===== src/rtl/ref_sw_pkg.sv =====
package ref_sw_pkg;
  localparam int NUM_REFS = 2;
  typedef logic [NUM_REFS-1:0] ref_vec_t;
  typedef enum logic {REF_A = 1'b0, REF_B = 1'b1} ref_id_t;
endpackage


===== src/rtl/ref_win_timer.sv =====
module ref_win_timer #(
  parameter int WIN_W = 16
) (
  input  logic             clk,
  input  logic             rst_n,
  input  logic [WIN_W-1:0] win_len,
  output logic             win_end
);
  localparam logic [WIN_W-1:0] MIN_LAST = WIN_W'(1);

  logic [WIN_W-1:0] cnt_q;
  logic [WIN_W-1:0] last;

  // a window never shorter than two cycles
  assign last    = (win_len < WIN_W'(2)) ? MIN_LAST : (win_len - WIN_W'(1));
  assign win_end = (cnt_q >= last);

  always_ff @(posedge clk) begin
    if (!rst_n)       cnt_q <= '0;
    else if (win_end) cnt_q <= '0;
    else              cnt_q <= cnt_q + WIN_W'(1);
  end

  // window boundaries are isolated single-cycle pulses
  a_r2_single_tick: assert property (@(posedge clk) disable iff (!rst_n)
    win_end |=> !win_end);
endmodule


===== src/rtl/ref_activity_mon.sv =====
module ref_activity_mon #(
  parameter int QUAL_W = 4
) (
  input  logic              clk,
  input  logic              rst_n,
  input  logic              ref_async,
  input  logic              win_end,
  input  logic [QUAL_W-1:0] qual_windows,
  output logic              lost
);
  logic [2:0]        sync_q;
  logic              edge_seen;
  logic              seen_q;
  logic              good_win;
  logic [QUAL_W-1:0] good_cnt_q;
  logic [QUAL_W-1:0] need;

  assign edge_seen = sync_q[1] & ~sync_q[2];
  assign good_win  = seen_q | edge_seen;
  assign need      = (qual_windows == '0) ? QUAL_W'(1) : qual_windows;

  always_ff @(posedge clk) begin
    if (!rst_n) sync_q <= '0;
    else        sync_q <= {sync_q[1:0], ref_async};
  end

  always_ff @(posedge clk) begin
    if (!rst_n)       seen_q <= 1'b0;
    else if (win_end) seen_q <= 1'b0;
    else if (edge_seen) seen_q <= 1'b1;
  end

  always_ff @(posedge clk) begin
    if (!rst_n) begin
      lost       <= 1'b1;
      good_cnt_q <= '0;
    end else if (win_end) begin
      if (!good_win) begin
        lost       <= 1'b1;
        good_cnt_q <= '0;
      end else if (lost) begin
        if ((good_cnt_q + QUAL_W'(1)) >= need) begin
          lost       <= 1'b0;
          good_cnt_q <= '0;
        end else begin
          good_cnt_q <= good_cnt_q + QUAL_W'(1);
        end
      end
    end
  end

  // loss is declared only on a window boundary
  a_r2_loss_on_boundary: assert property (@(posedge clk) disable iff (!rst_n)
    $rose(lost) |-> $past(win_end));
  // requalification completes only on a window boundary
  a_r3_clear_on_boundary: assert property (@(posedge clk) disable iff (!rst_n)
    $fell(lost) |-> $past(win_end));
endmodule


===== src/rtl/ref_select_fsm.sv =====
module ref_select_fsm
  import ref_sw_pkg::*;
#(
  parameter int WIN_W = 16
) (
  input  logic             clk,
  input  logic             rst_n,
  input  ref_vec_t         lost,
  input  logic [WIN_W-1:0] win_len,
  input  logic             auto_mode,
  input  logic             revertive,
  input  logic             pref_sel,
  input  logic             man_sel,
  output logic             sel,
  output logic             holdover
);
  ref_id_t          sel_q;
  ref_id_t          target;
  logic             hold_next;
  logic [WIN_W-1:0] guard_q;
  logic             both_lost;
  logic             cur_ok;
  logic             pref_ok;

  assign both_lost = &lost;
  assign cur_ok    = ~lost[sel_q];
  assign pref_ok   = ~lost[pref_sel];

  always_comb begin
    target    = sel_q;
    hold_next = 1'b0;
    if (auto_mode) begin
      hold_next = both_lost;
      if (!both_lost) begin
        if (revertive) target = pref_ok ? ref_id_t'(pref_sel) : ref_id_t'(~pref_sel);
        else           target = cur_ok ? sel_q : ref_id_t'(~sel_q);
      end
    end else begin
      target    = ref_id_t'(man_sel);
      hold_next = ~cur_ok;
    end
  end

  always_ff @(posedge clk) begin
    if (!rst_n) begin
      sel_q   <= REF_A;
      guard_q <= '0;
    end else if (guard_q != '0) begin
      guard_q <= guard_q - WIN_W'(1);
    end else if (target != sel_q) begin
      sel_q   <= target;
      guard_q <= win_len;
    end
  end

  always_ff @(posedge clk) begin
    if (!rst_n) holdover <= 1'b1;
    else        holdover <= hold_next;
  end

  assign sel = sel_q;

  // no change of selection while the guard interval runs
  a_r8_guard_hold: assert property (@(posedge clk) disable iff (!rst_n)
    (guard_q != '0) |=> $stable(sel_q));
  // two lost references in automatic mode force holdover
  a_r6_holdover_entry: assert property (@(posedge clk) disable iff (!rst_n)
    (auto_mode && (&lost)) |=> holdover);
  // manual mode with a healthy selected reference is never in holdover
  a_r7_manual_no_hold: assert property (@(posedge clk) disable iff (!rst_n)
    (!auto_mode && !lost[sel_q]) |=> !holdover);
endmodule


===== src/rtl/ref_switch_ctrl.sv =====
module ref_switch_ctrl
  import ref_sw_pkg::*;
#(
  parameter int WIN_W  = 16,
  parameter int QUAL_W = 4
) (
  input  logic              clk,
  input  logic              rst_n,
  input  logic [1:0]        ref_in,
  input  logic [WIN_W-1:0]  win_len,
  input  logic [QUAL_W-1:0] qual_windows,
  input  logic              auto_mode,
  input  logic              revertive,
  input  logic              pref_sel,
  input  logic              man_sel,
  output logic              sel,
  output logic [1:0]        lost,
  output logic              holdover
);
  logic     win_end;
  ref_vec_t lost_vec;

  ref_win_timer #(.WIN_W(WIN_W)) u_timer (
    .clk     (clk),
    .rst_n   (rst_n),
    .win_len (win_len),
    .win_end (win_end)
  );

  for (genvar i = 0; i < NUM_REFS; i++) begin : g_mon
    ref_activity_mon #(.QUAL_W(QUAL_W)) u_mon (
      .clk          (clk),
      .rst_n        (rst_n),
      .ref_async    (ref_in[i]),
      .win_end      (win_end),
      .qual_windows (qual_windows),
      .lost         (lost_vec[i])
    );
  end

  ref_select_fsm #(.WIN_W(WIN_W)) u_sel (
    .clk       (clk),
    .rst_n     (rst_n),
    .lost      (lost_vec),
    .win_len   (win_len),
    .auto_mode (auto_mode),
    .revertive (revertive),
    .pref_sel  (pref_sel),
    .man_sel   (man_sel),
    .sel       (sel),
    .holdover  (holdover)
  );

  assign lost = lost_vec;

  // reset leaves both references unqualified
  a_r1_reset_lost: assert property (@(posedge clk)
    !rst_n |=> (lost == 2'b11));
endmodule


===== config.mk =====
export PLATFORM = sky130hd
export DESIGN_NAME = ref_switch_ctrl
export DESIGN_NICKNAME = d
export VERILOG_FILES = /design/src/rtl/ref_sw_pkg.sv /design/src/rtl/ref_win_timer.sv /design/src/rtl/ref_activity_mon.sv /design/src/rtl/ref_select_fsm.sv /design/src/rtl/ref_switch_ctrl.sv
export SDC_FILE = /design/constraint.sdc
export NUM_CORES = 1
export LEC_CHECK = 0
export ABC_AREA = 1
export CORE_MARGIN = 3
export CORE_UTILIZATION = 49
export DETAILED_ROUTE_END_ITERATION = 7
export GPL_TIMING_DRIVEN = 0
export PLACE_DENSITY = 0.72
export SLEW_MARGIN = 0
export SYNTH_ARGS = -nofsm -noshare
export SYNTH_HDL_FRONTEND = slang
export SYNTH_HIERARCHICAL = 1
export SYNTH_SLANG_ARGS = --single-unit

===== constraint.sdc =====
create_clock -name clk -period 4.1 [get_ports clk]
set_input_delay 1.025 -clock clk [delete_from_list [all_inputs] [get_ports clk]]
set_output_delay 1.025 -clock clk [all_outputs]
set_load 0.005 [all_outputs]

Word-level counts from Yosys, hierarchy flattened

Cells that the tools add are included.
W data, S select, Z words.

Output and inout bits: 4
Input bits: 28
Register bits: 52
Logic and storage cells: 70

Add/subtract/negate cells: 5
Bitwise operators: 10
Mux-type cells: 26
Reduce and logical (&&, ||, !) cells: 8
Equal/unequal tests: 3
$lt $le $gt $ge: 6

Operators by type and width:

| kind                    | count |
|---|---|
| $mux W16                | 3 |
| $sub A16 B1 Y16 const B | 2 |
| $mux W4                 | 7 |
| $add A16 B1 Y16 const B | 1 |
| $ge A16 B16 Y1          | 1 |
| $lt A16 B2 Y1 const B   | 1 |
| $mux W1                 | 16 |
| $reduce_bool A16 Y1     | 1 |
| $add A4 B1 Y4 const B   | 2 |
| $ge A4 B4 Y1            | 2 |
| $reduce_and A2 Y1       | 4 |
| $not A1 Y1              | 6 |
| $logic_not A4 Y1        | 1 |
| $lt A1 B2 Y1 const B    | 2 |
| $ne A2 B1 Y1 const B    | 2 |
| $and A1 B1 Y1           | 2 |
| $or A1 B1 Y1            | 2 |
| $reduce_bool A2 Y1      | 1 |
| $reduce_or A2 Y1        | 1 |
| $ne A1 B1 Y1            | 1 |

Logic depth before layout (Yosys ltp)

Gate-level depths: netlist of the first run.

Word-level depth: 9
Mapped depth: 22
Mapped depth without buffers: 22

Modules after synthesis

The synthesis of the first run kept the hierarchy.

By module, submodules not included:

| module           | instances | seq. area each (µm²) | area each (µm²) | cells each |
|---|---|---|---|---|
| ref_win_timer    | 1         | 320.3                | 1736.7          | 252 |
| ref_select_fsm   | 1         | 360.3                | 1298.7          | 208 |
| ref_activity_mon | 2         | 180.2                | 578.1           | 84 |

Worst setup path before layout of the first run

No wires, ideal clock.

Kind: input to register
Start point: input win_len[0]
End point: register g_mon[0].u_mon.good_cnt_q[0]
Path buffers: 0
Setup time: 112 ps
Required time: 3988 ps
Stages on the path: 21
Slack: 866 ps
Data arrival time: 3122 ps
Path through: inv_1 -> ha_1 -> nand2_2 -> nor2_4 -> inv_1 -> nor2_1 -> or2_2 -> nand3_2 -> ha_1 -> nand2_1 -> inv_1 -> nand2_1 -> a21oi_1 -> nor2_2 -> nand2_1 -> nand2_2 -> clkinv_2 -> nand4_2 -> nor2_1 -> nor2_1 -> nor2_2

Longest elaborated chain between the ends: 4
Elaborated cells between the ends (all ways): 5
Those cells by class: add/sub (1); order compare (2); mux (1); reduce/logical (1)

Ends and longest elaborated chain:

| what                                             | line                   | RTL |
|---|---|---|
| start, declared                                  | ref_switch_ctrl.sv:10  | `input logic [WIN_W-1:0] win_len,` |
| $sub A16 B1 Y16 or $lt A16 B2 Y1 (tied branches) | ref_win_timer.sv:15    | `assign last = (win_len < WIN_W'(2)) ? MIN_LAST : (win_len - WIN_W'(1));` |
| $mux W16 (*)                                     | ref_win_timer.sv:15    |  |
| $ge A16 B16 Y1 (*)                               | ref_win_timer.sv:16    | `assign win_end = (cnt_q >= last);` |
| named net win_end                                | ref_switch_ctrl.sv:20  | `logic win_end;` |
| $reduce_and A2 Y1 (no line) (*)                  | -                      |  |
| end signal, assigned                             | ref_activity_mon.sv:46 | `good_cnt_q <= good_cnt_q + QUAL_W'(1);` |
| end, declared                                    | ref_activity_mon.sv:15 | `logic [QUAL_W-1:0] good_cnt_q;` |

The timed path passes the listed nets; every way through them passes the cells marked *.
A chain may end at the register's enable or synchronous reset.

Worst setup path in the final report of the first run

Start point: input win_len[11]
End point: register g_mon[0].u_mon.good_cnt_q[0]

The elaborated chain is that of the path after synthesis.

==> run_results.csv, run 1 <==
group,metric,value,unit
status,outcome,"finished, final reports clean",
final_layout,finish.instance_area,4730,um^2
run,max-cap-violations,0,
cts,clk_transition_reported_paths,0.09,ns
place,post-dp-hpwl,7620,um
timing,finClkSkew,0.00918,ns
cts,cts_max_path_buffers,2,
logic_synthesis,synth-simple-area-share,43.9,%
place,gp_congestion,0.909,
timing,finalMaxSlewViolations,0,
floorplanning,initial_core_util,50.8,%
logic_synthesis,synth.mux.area_fraction,0,%
timing,fin_worst_hold_slack,0.422,ns
timing,rsz_0062_raised_after_global_routing,"false",
floorplanning,placement_rows,33,
cts,clock_sink_count,52,
setup_path,depth_of_the_worst_register_to_register_path,15,
setup_path,startpoint,"win_len[11]",
logic_synthesis,per_instance_average_area_after_synthesis,6.67,um^2
floorplanning,die-height,98.5,um
setup_path,critical_path_class,"input pin to flip-flop",
logic_synthesis,synthesis.yosys.warnings,6,
timing,fin_crit_sh,92.9,%
timing,report.final.setup_viol,0,
setup_path,cp-start-kind,"input pin",
global_routing,global_route_wire_length_before_repair,16000,um
place,post-place-ws,-0.00991,ns
routing,wl_per_cell,12.2,um
setup_path,critical_path.cell_chain,"clkdlybuf4s50_1 -> nor2_1 -> nand2_1 -> nor2_4 -> nand4_4 -> buf_6 -> nand3_2 -> ha_1 -> nand2_1 -> inv_1 -> nand2_1 -> nor2_1 -> nor2_1 -> nand2_1 -> nand2_2 -> nand2_1 -> nand2_2 -> clkinv_2 -> nand4_2 -> nor2_1 -> nor2_1 -> nor2_2",
setup_path,max_stage_delay,0.55,ns
logic_synthesis,synth_top_flop_cell,"sky130_fd_sc_hd__dfxtp_1",
setup_path,regToRegStartpoint,"u_timer/cnt_q[6]",
routing,drt_pre_antenna_iters,4,
setup_path,cp_slowest_cell,"sky130_fd_sc_hd__clkdlybuf4s50_1",
place,placement.io_buffers,31,
logic_synthesis,synth_compound_area_share,6.15,%
routing,drt-vias-per-instance,4.99,
global_routing,grt.total_usage,19.5,%
logic_synthesis,synthMostInstantiatedCell,"sky130_fd_sc_hd__nand2_1",
logic_synthesis,synth_top_cells_by_area,"sky130_fd_sc_hd__dfxtp_1 (25%), sky130_fd_sc_hd__nand2_1 (14%), sky130_fd_sc_hd__inv_1 (9.2%)",
routing,detail-route-antenna-nets,0,
power,power_leakage,2.39,nW
cts,quantity_of_hold_fixing_buffers_added_after_cts,0,
routing,routed_wl,9400,um
logic_synthesis,ys_seq_elements,52,
logic_synthesis,synth_fa_ha_area_share,8.96,%
routing,met1Wirelength,4350,um
timing,worst_pin_slew,0.633,ns
logic_synthesis,netlist_top_cells_count,"sky130_fd_sc_hd__nand2_1 (158), sky130_fd_sc_hd__inv_1 (103), sky130_fd_sc_hd__nor2_1 (61), sky130_fd_sc_hd__dfxtp_1 (52), sky130_fd_sc_hd__nand3_1 (47)",
logic_synthesis,post-synth-top-area-cell,"sky130_fd_sc_hd__dfxtp_1",
logic_synthesis,syn-num-nets,686,
place,postPlaceCellArea,4630,um^2
floorplanning,floorplan.io_pins,32,
floorplanning,design.die.area,9700,um^2
routing,met3RoutedLength,336,um
hold_path,timing.hold.worst.class,"flip-flop to flip-flop",
timing,final_hold_violation_count,0,
logic_synthesis,yosys.area_share.xor_xnor,4.39,%
global_routing,grt_antenna_before_repair,0,
global_routing,grt_pass1_vias,3608,
cts,h-tree-depth,2,
cts,post_cts_setup_buffer_count,0,
timing,timing.final.crit_period,3.81,ns
timing,maximum_frequency_from_static_timing_analysis,263,MHz
cts,cts.repair.resized,0,
final_layout,area.growth.synth_to_final,12.8,%
logic_synthesis,synth_edf_count,0,
logic_synthesis,largest_family_of_logic_cells_by_synthesized_area,"simple AND/OR/NAND/NOR gates",
setup_path,worst_r2r_endpoint,"g_mon[0].u_mon/good_cnt_q[0]",
final_layout,antenna_diode_count,0,
power,power.density_cell_area,404,nW/um^2
floorplanning,die_span_x,98.5,um
floorplanning,placeableCoreArea,8260,um^2
cts,root_buffer,"sky130_fd_sc_hd__clkbuf_8",
setup_path,endpoint,"g_mon[0].u_mon/good_cnt_q[0]",
logic_synthesis,postSynth.asyncResetShare,0,%
final_layout,layout_cell_share_with_drive_strength_beyond_1,15.4,%
logic_synthesis,synth_cells,628,
routing,drt_iter0_markers,158,
global_routing,global_route.overflow_total,0,
cts,numCtsBuffers,5,
timing,max-slew-margin-rel,57.7,%
routing,detail_route.drc_violations,0,
final_layout,design.final.nets,724,
logic_synthesis,synth_top_area_share,24.8,%
logic_synthesis,number_of_different_library_cells_in_the_post_synthesis_netlist,39,
global_routing,grt_start_max_net_pins,17,
routing,via_count,3853,
logic_synthesis,yosysSeqAreaShare,24.8,%
logic_synthesis,netlist_area,4190,um^2
cts,clock_tree_from_tritoncts,"built",
power,worst_ir_drop_vdd,0.000260,V
setup_path,timing.critical_path.to_type,"flip-flop",
setup_path,ff2ff_setup_slack,1.95,ns
routing,wl_met2,4680,um
cts,clock_latency,0.31,ns
setup_path,crit_arrival,4.01,ns
timing,finalWorstSetupSlack,0.293,ns
setup_path,cp.required,4.30,ns
routing,uppermost_metal_layer_occupied_by_signal_nets,"met4",
setup_path,cp_max_fo,10,
-- logic make-up (layout without fill, tap and decap cells) --
kind of cell | count (synthesis) | count (layout)
DFF | 52 | 52
AOI/OAI and AO/OA | 40 | 40
xor gates and xnor gates | 21 | 21
and+or+nand+nor | 362 | 362
adders and majority gates | 30 | 30
buffers and inverters | 123 | 162
-- cell type report --
cell class | count | area (um^2)
fill | 786 | 3530
multi-input combinational | 453 | 2660
sequential | 52 | 1040
inverter | 116 | 438
timing repair buffer | 31 | 310
tap | 105 | 131
clock buffer | 6 | 82.6
buffer | 7 | 55.1
clock inverter | 2 | 13.8
-- critical path, delay by kind of cell --
kind,cells,cell delay (ns)
adder cells (fa/ha/maj),1,0.26
AND/OR/NAND/NOR,17,1.82
buffers and inverters,4,0.88
-- worst min path at each step --
stage / slack (ns) / cells after the start / startpoint / end
after detailed placement: 0.40 / 2 / g_mon[1].u_mon/sync_q[0] / g_mon[1].u_mon/sync_q[1]
final: 0.42 / 2 / g_mon[1].u_mon/sync_q[0] / g_mon[1].u_mon/sync_q[1]
after floorplan: 0.39 / 2 / g_mon[0].u_mon/sync_q[0] / g_mon[0].u_mon/sync_q[1]
after CTS: 0.42 / 2 / g_mon[1].u_mon/sync_q[0] / g_mon[1].u_mon/sync_q[1]
after global routing: 0.48 / 2 / g_mon[0].u_mon/sync_q[0] / g_mon[0].u_mon/sync_q[1]
after global placement: 0.39 / 2 / g_mon[1].u_mon/sync_q[0] / g_mon[1].u_mon/sync_q[1]
-- flip-flops by register name, summed over array words and instances (netlist names) --
register,cells
u_sel/guard_q,16
g_mon.u_mon/good_cnt_q,8
g_mon.u_mon/lost,2
g_mon.u_mon/sync_q,6
u_timer/cnt_q,16
g_mon.u_mon/seen_q,2
u_sel/holdover,1
u_sel/sel,1
-- power by group --
group | total, mW | internal (mW) | switching (mW)
registers | 0.665 | 0.584 | 0.0809
logic | 0.937 | 0.366 | 0.571
clock network | 0.311 | 0.138 | 0.173
-- cell usage in the layout (no fill, tap or decap), drive strengths merged, types with 8 or more instances in the layout --
master / n
a21oi: 17
clkdlybuf4s50: 31
dfxtp: 52
ha: 30
inv: 115
nand2: 174
nand3: 61
nand4: 16
nor2: 93
o21ai: 19
xnor2: 8
xor2: 13
-- layer usage --
| metal | global-route usage, % | up-vias |
|---|---|---|
| met5 | 0 | - |
| met4 | 4.20 | 0 |
| met3 | 3.82 | 2 |
| met2 | 34.3 | 50 |
| met1 | 24.6 | 1762 |
| li1 | - | 2039 |
-- per-stage QoR --
stage	setup TNS (ns)	cells	utilization, %	power [mW]
after floorplan	0	628	-	1.39
after global placement	0	764	56.1	1.57
after detailed placement	-0.0183	764	56.1	1.60
after CTS	0	772	57.3	1.92
final	0	772	57.3	1.91
after global routing	0	772	57.3	2.08
Note: power is estimated with default switching activity, not from simulation.
==> run 2, diff against run 1 <==
- CORE_MARGIN: 3 -> 5
- CTS_BUF_LIST: default -> sky130_fd_sc_hd__clkbuf_2 sky130_fd_sc_hd__clkbuf_4 sky130_fd_sc_hd__clkbuf_8
==> run 2 against run 1 <==
Via count down 2.0%. Sequential share of layout area about the same. Worst hold slack better by 0.0035 ns. Cell count unchanged. Flip-flop and latch count unchanged. Critical path type unchanged. Largest power group unchanged. Combinational power down 1%. Sequential power down 0.6%.
==> run_results.csv, run 2 (synthesis gave the netlist of run 1 again) <==
group,metric,value,unit
final_layout,area.growth.synth_to_final,12.9,%
final_layout,antenna_diode_count,0,
global_routing,grt_start_max_net_pins,17,
routing,detail_route.drc_violations,0,
routing,via_count,3777,
routing,drt_iter0_markers,157,
floorplanning,die_span_x,102,um
floorplanning,design.die.area,10500,um^2
power,p_total,1.90,mW
cts,clock_sink_count,52,
setup_path,cp_slowest_cell,"sky130_fd_sc_hd__clkdlybuf4s50_1",
place,gp_congestion,0.880,
routing,detail-route-antenna-nets,0,
cts,cts_max_path_buffers,2,
cts,clock_tree_from_tritoncts,"built",
cts,root_buffer,"sky130_fd_sc_hd__clkbuf_8",
setup_path,critical_path.cell_chain,"clkdlybuf4s50_1 -> inv_1 -> ha_1 -> nand2_2 -> nor2_4 -> inv_1 -> nor2_1 -> or2_2 -> nand3_2 -> ha_1 -> nand2_1 -> inv_1 -> nand2_1 -> a21oi_1 -> nor2_2 -> nand2_2 -> nand2_2 -> clkinv_2 -> nand4_2 -> nor2_1 -> nor2_1 -> nor2_2",
final_layout,layout_cell_share_with_drive_strength_beyond_1,15.6,%
floorplanning,placeableCoreArea,8260,um^2
final_layout,reg.largest.list,"u_sel/guard_q x16, u_timer/cnt_q x16, g_mon.u_mon/good_cnt_q x8",
routing,routed_wl,8980,um
global_routing,global_route.overflow_total,0,
timing,finalWorstSetupSlack,0.393,ns
setup_path,cp_max_fo,8,
global_routing,grt_antenna_before_repair,0,
hold_path,timing.hold.worst.class,"flip-flop to flip-flop",
timing,finClkSkew,0.00636,ns
routing,drt-vias-per-instance,4.89,
final_layout,finalCoreUtilization,57.3,%
setup_path,max_stage_delay,0.53,ns
place,post-place-ws,-0.0291,ns
final_layout,design.final.nets,724,
cts,post_cts_setup_buffer_count,0,
timing,timing.final.crit_period,3.71,ns
final_layout,most_common_cell_after_layout_fill_and_taps_aside,"sky130_fd_sc_hd__nand2_1",
place,placement.io_buffers,31,
timing,report.final.setup_viol,0,
timing,worst_pin_slew,0.625,ns
cts,clock_latency,0.31,ns
timing,rsz_0062_raised_after_global_routing,"false",
cts,h-tree-depth,2,
timing,fin_worst_hold_slack,0.425,ns
routing,drt_pre_antenna_iters,4,
power,worst_ir_drop_vdd,0.000204,V
power,power.density_cell_area,401,nW/um^2
timing,final_hold_violation_count,0,
cts,clk_transition_reported_paths,0.10,ns
setup_path,timing.critical_path.to_type,"flip-flop",
global_routing,grt.total_usage,18.4,%
place,post-dp-hpwl,7330,um
status,outcome,"finished, final reports clean",
final_layout,count_of_fill_cells_added_during_filler_insertion,796,
global_routing,grt_pass1_vias,3575,
run,max-cap-violations,0,
floorplanning,floorplan.io_pins,32,
timing,finalMaxSlewViolations,0,
routing,wl_per_cell,11.6,um
floorplanning,initial_core_util,50.8,%
setup_path,crit_arrival,3.92,ns
setup_path,cp.required,4.31,ns
setup_path,critical_path_class,"input pin to flip-flop",
timing,maximum_frequency_from_static_timing_analysis,270,MHz
setup_path,cp-start-kind,"input pin",
timing,max-slew-margin-rel,58.2,%
timing,fin_crit_sh,90.4,%
final_layout,mostFrequentLayoutCells,"sky130_fd_sc_hd__nand2_1 (157), sky130_fd_sc_hd__inv_1 (103), sky130_fd_sc_hd__nor2_1 (61)",
floorplanning,die-height,102,um
floorplanning,placement_rows,33,
power,power_leakage,2.38,nW
cts,numCtsBuffers,5,
global_routing,global_route_wire_length_before_repair,15800,um
-- run 2: cell types whose count changed in the layout (fill, tap and decap cells not counted) --
cell,previous run,this run
sky130_fd_sc_hd__inv_6,1,0
sky130_fd_sc_hd__clkinv_2,3,2
sky130_fd_sc_hd__nand2_1,158,157
sky130_fd_sc_hd__clkinvlp_4,0,2
sky130_fd_sc_hd__nand2_2,15,16
-- run 2: layout make-up --
class / instances / area (um^2) / share of cell area, %
repair buffers: 31 / 310 / 6.56
well taps: 105 / 131 / 2.78
clock inverters: 2 / 15.0 / 0.317
clock buffers: 6 / 82.6 / 1.74
plain buffers: 7 / 55.1 / 1.16
multi-input cells: 453 / 2660 / 56.2
flip-flops and latches: 52 / 1040 / 22.0
inverters: 116 / 438 / 9.25
-- run 2: stage by stage --
stage / setup TNS (ns) / cells / instance area (um^2)
floorplan: 0 / 628 / 4190
global placement: 0 / 764 / 4630
detailed placement: -0.0649 / 764 / 4630
CTS: 0 / 772 / 4730
global route: 0 / 772 / 4730
finish: 0 / 772 / 4730
-- run 2: worst max-delay path: cells and delay by family --
kind,cells,cell delay (ns)
AO/OA/AOI/OAI,1,0.07
buffers and inverters,5,0.84
adder cells (fa/ha/maj),2,0.46
AND/OR/NAND/NOR,14,1.50
-- run 2: path summary, 6_finish.rpt --
kind | from | to | slack [ns] | cells after the start
max | win_len[0] | g_mon[0].u_mon/good_cnt_q[0] | 0.39 | 22
min | g_mon[0].u_mon/sync_q[0] | g_mon[0].u_mon/sync_q[1] | 0.43 | 2
max reg2reg | u_timer/cnt_q[6] | g_mon[0].u_mon/good_cnt_q[0] | 2.14 | 15
min reg2reg | g_mon[0].u_mon/sync_q[0] | g_mon[0].u_mon/sync_q[1] | 0.43 | 2
-- run 2: power breakdown --
group	internal, mW	switching, mW	total, mW	leakage (nW)
sequential	0.584	0.0772	0.661	0.424
clock	0.137	0.175	0.312	0.0434
combinational	0.365	0.561	0.926	1.91
-- run 2: timing repair --
action / CTS / global route
gates resized for setup: 0 / 1
setup endpoints to repair: 0 / 2
hold buffers: 0 / 0
-- run 2: routing by layer --
layer | GRT usage, % | share of wire [%]
met3 | 2.84 | 3.4
met4 | 3.43 | 0.53
met2 | 33.0 | 50
met1 | 23.4 | 46
met5 | 0 | 0
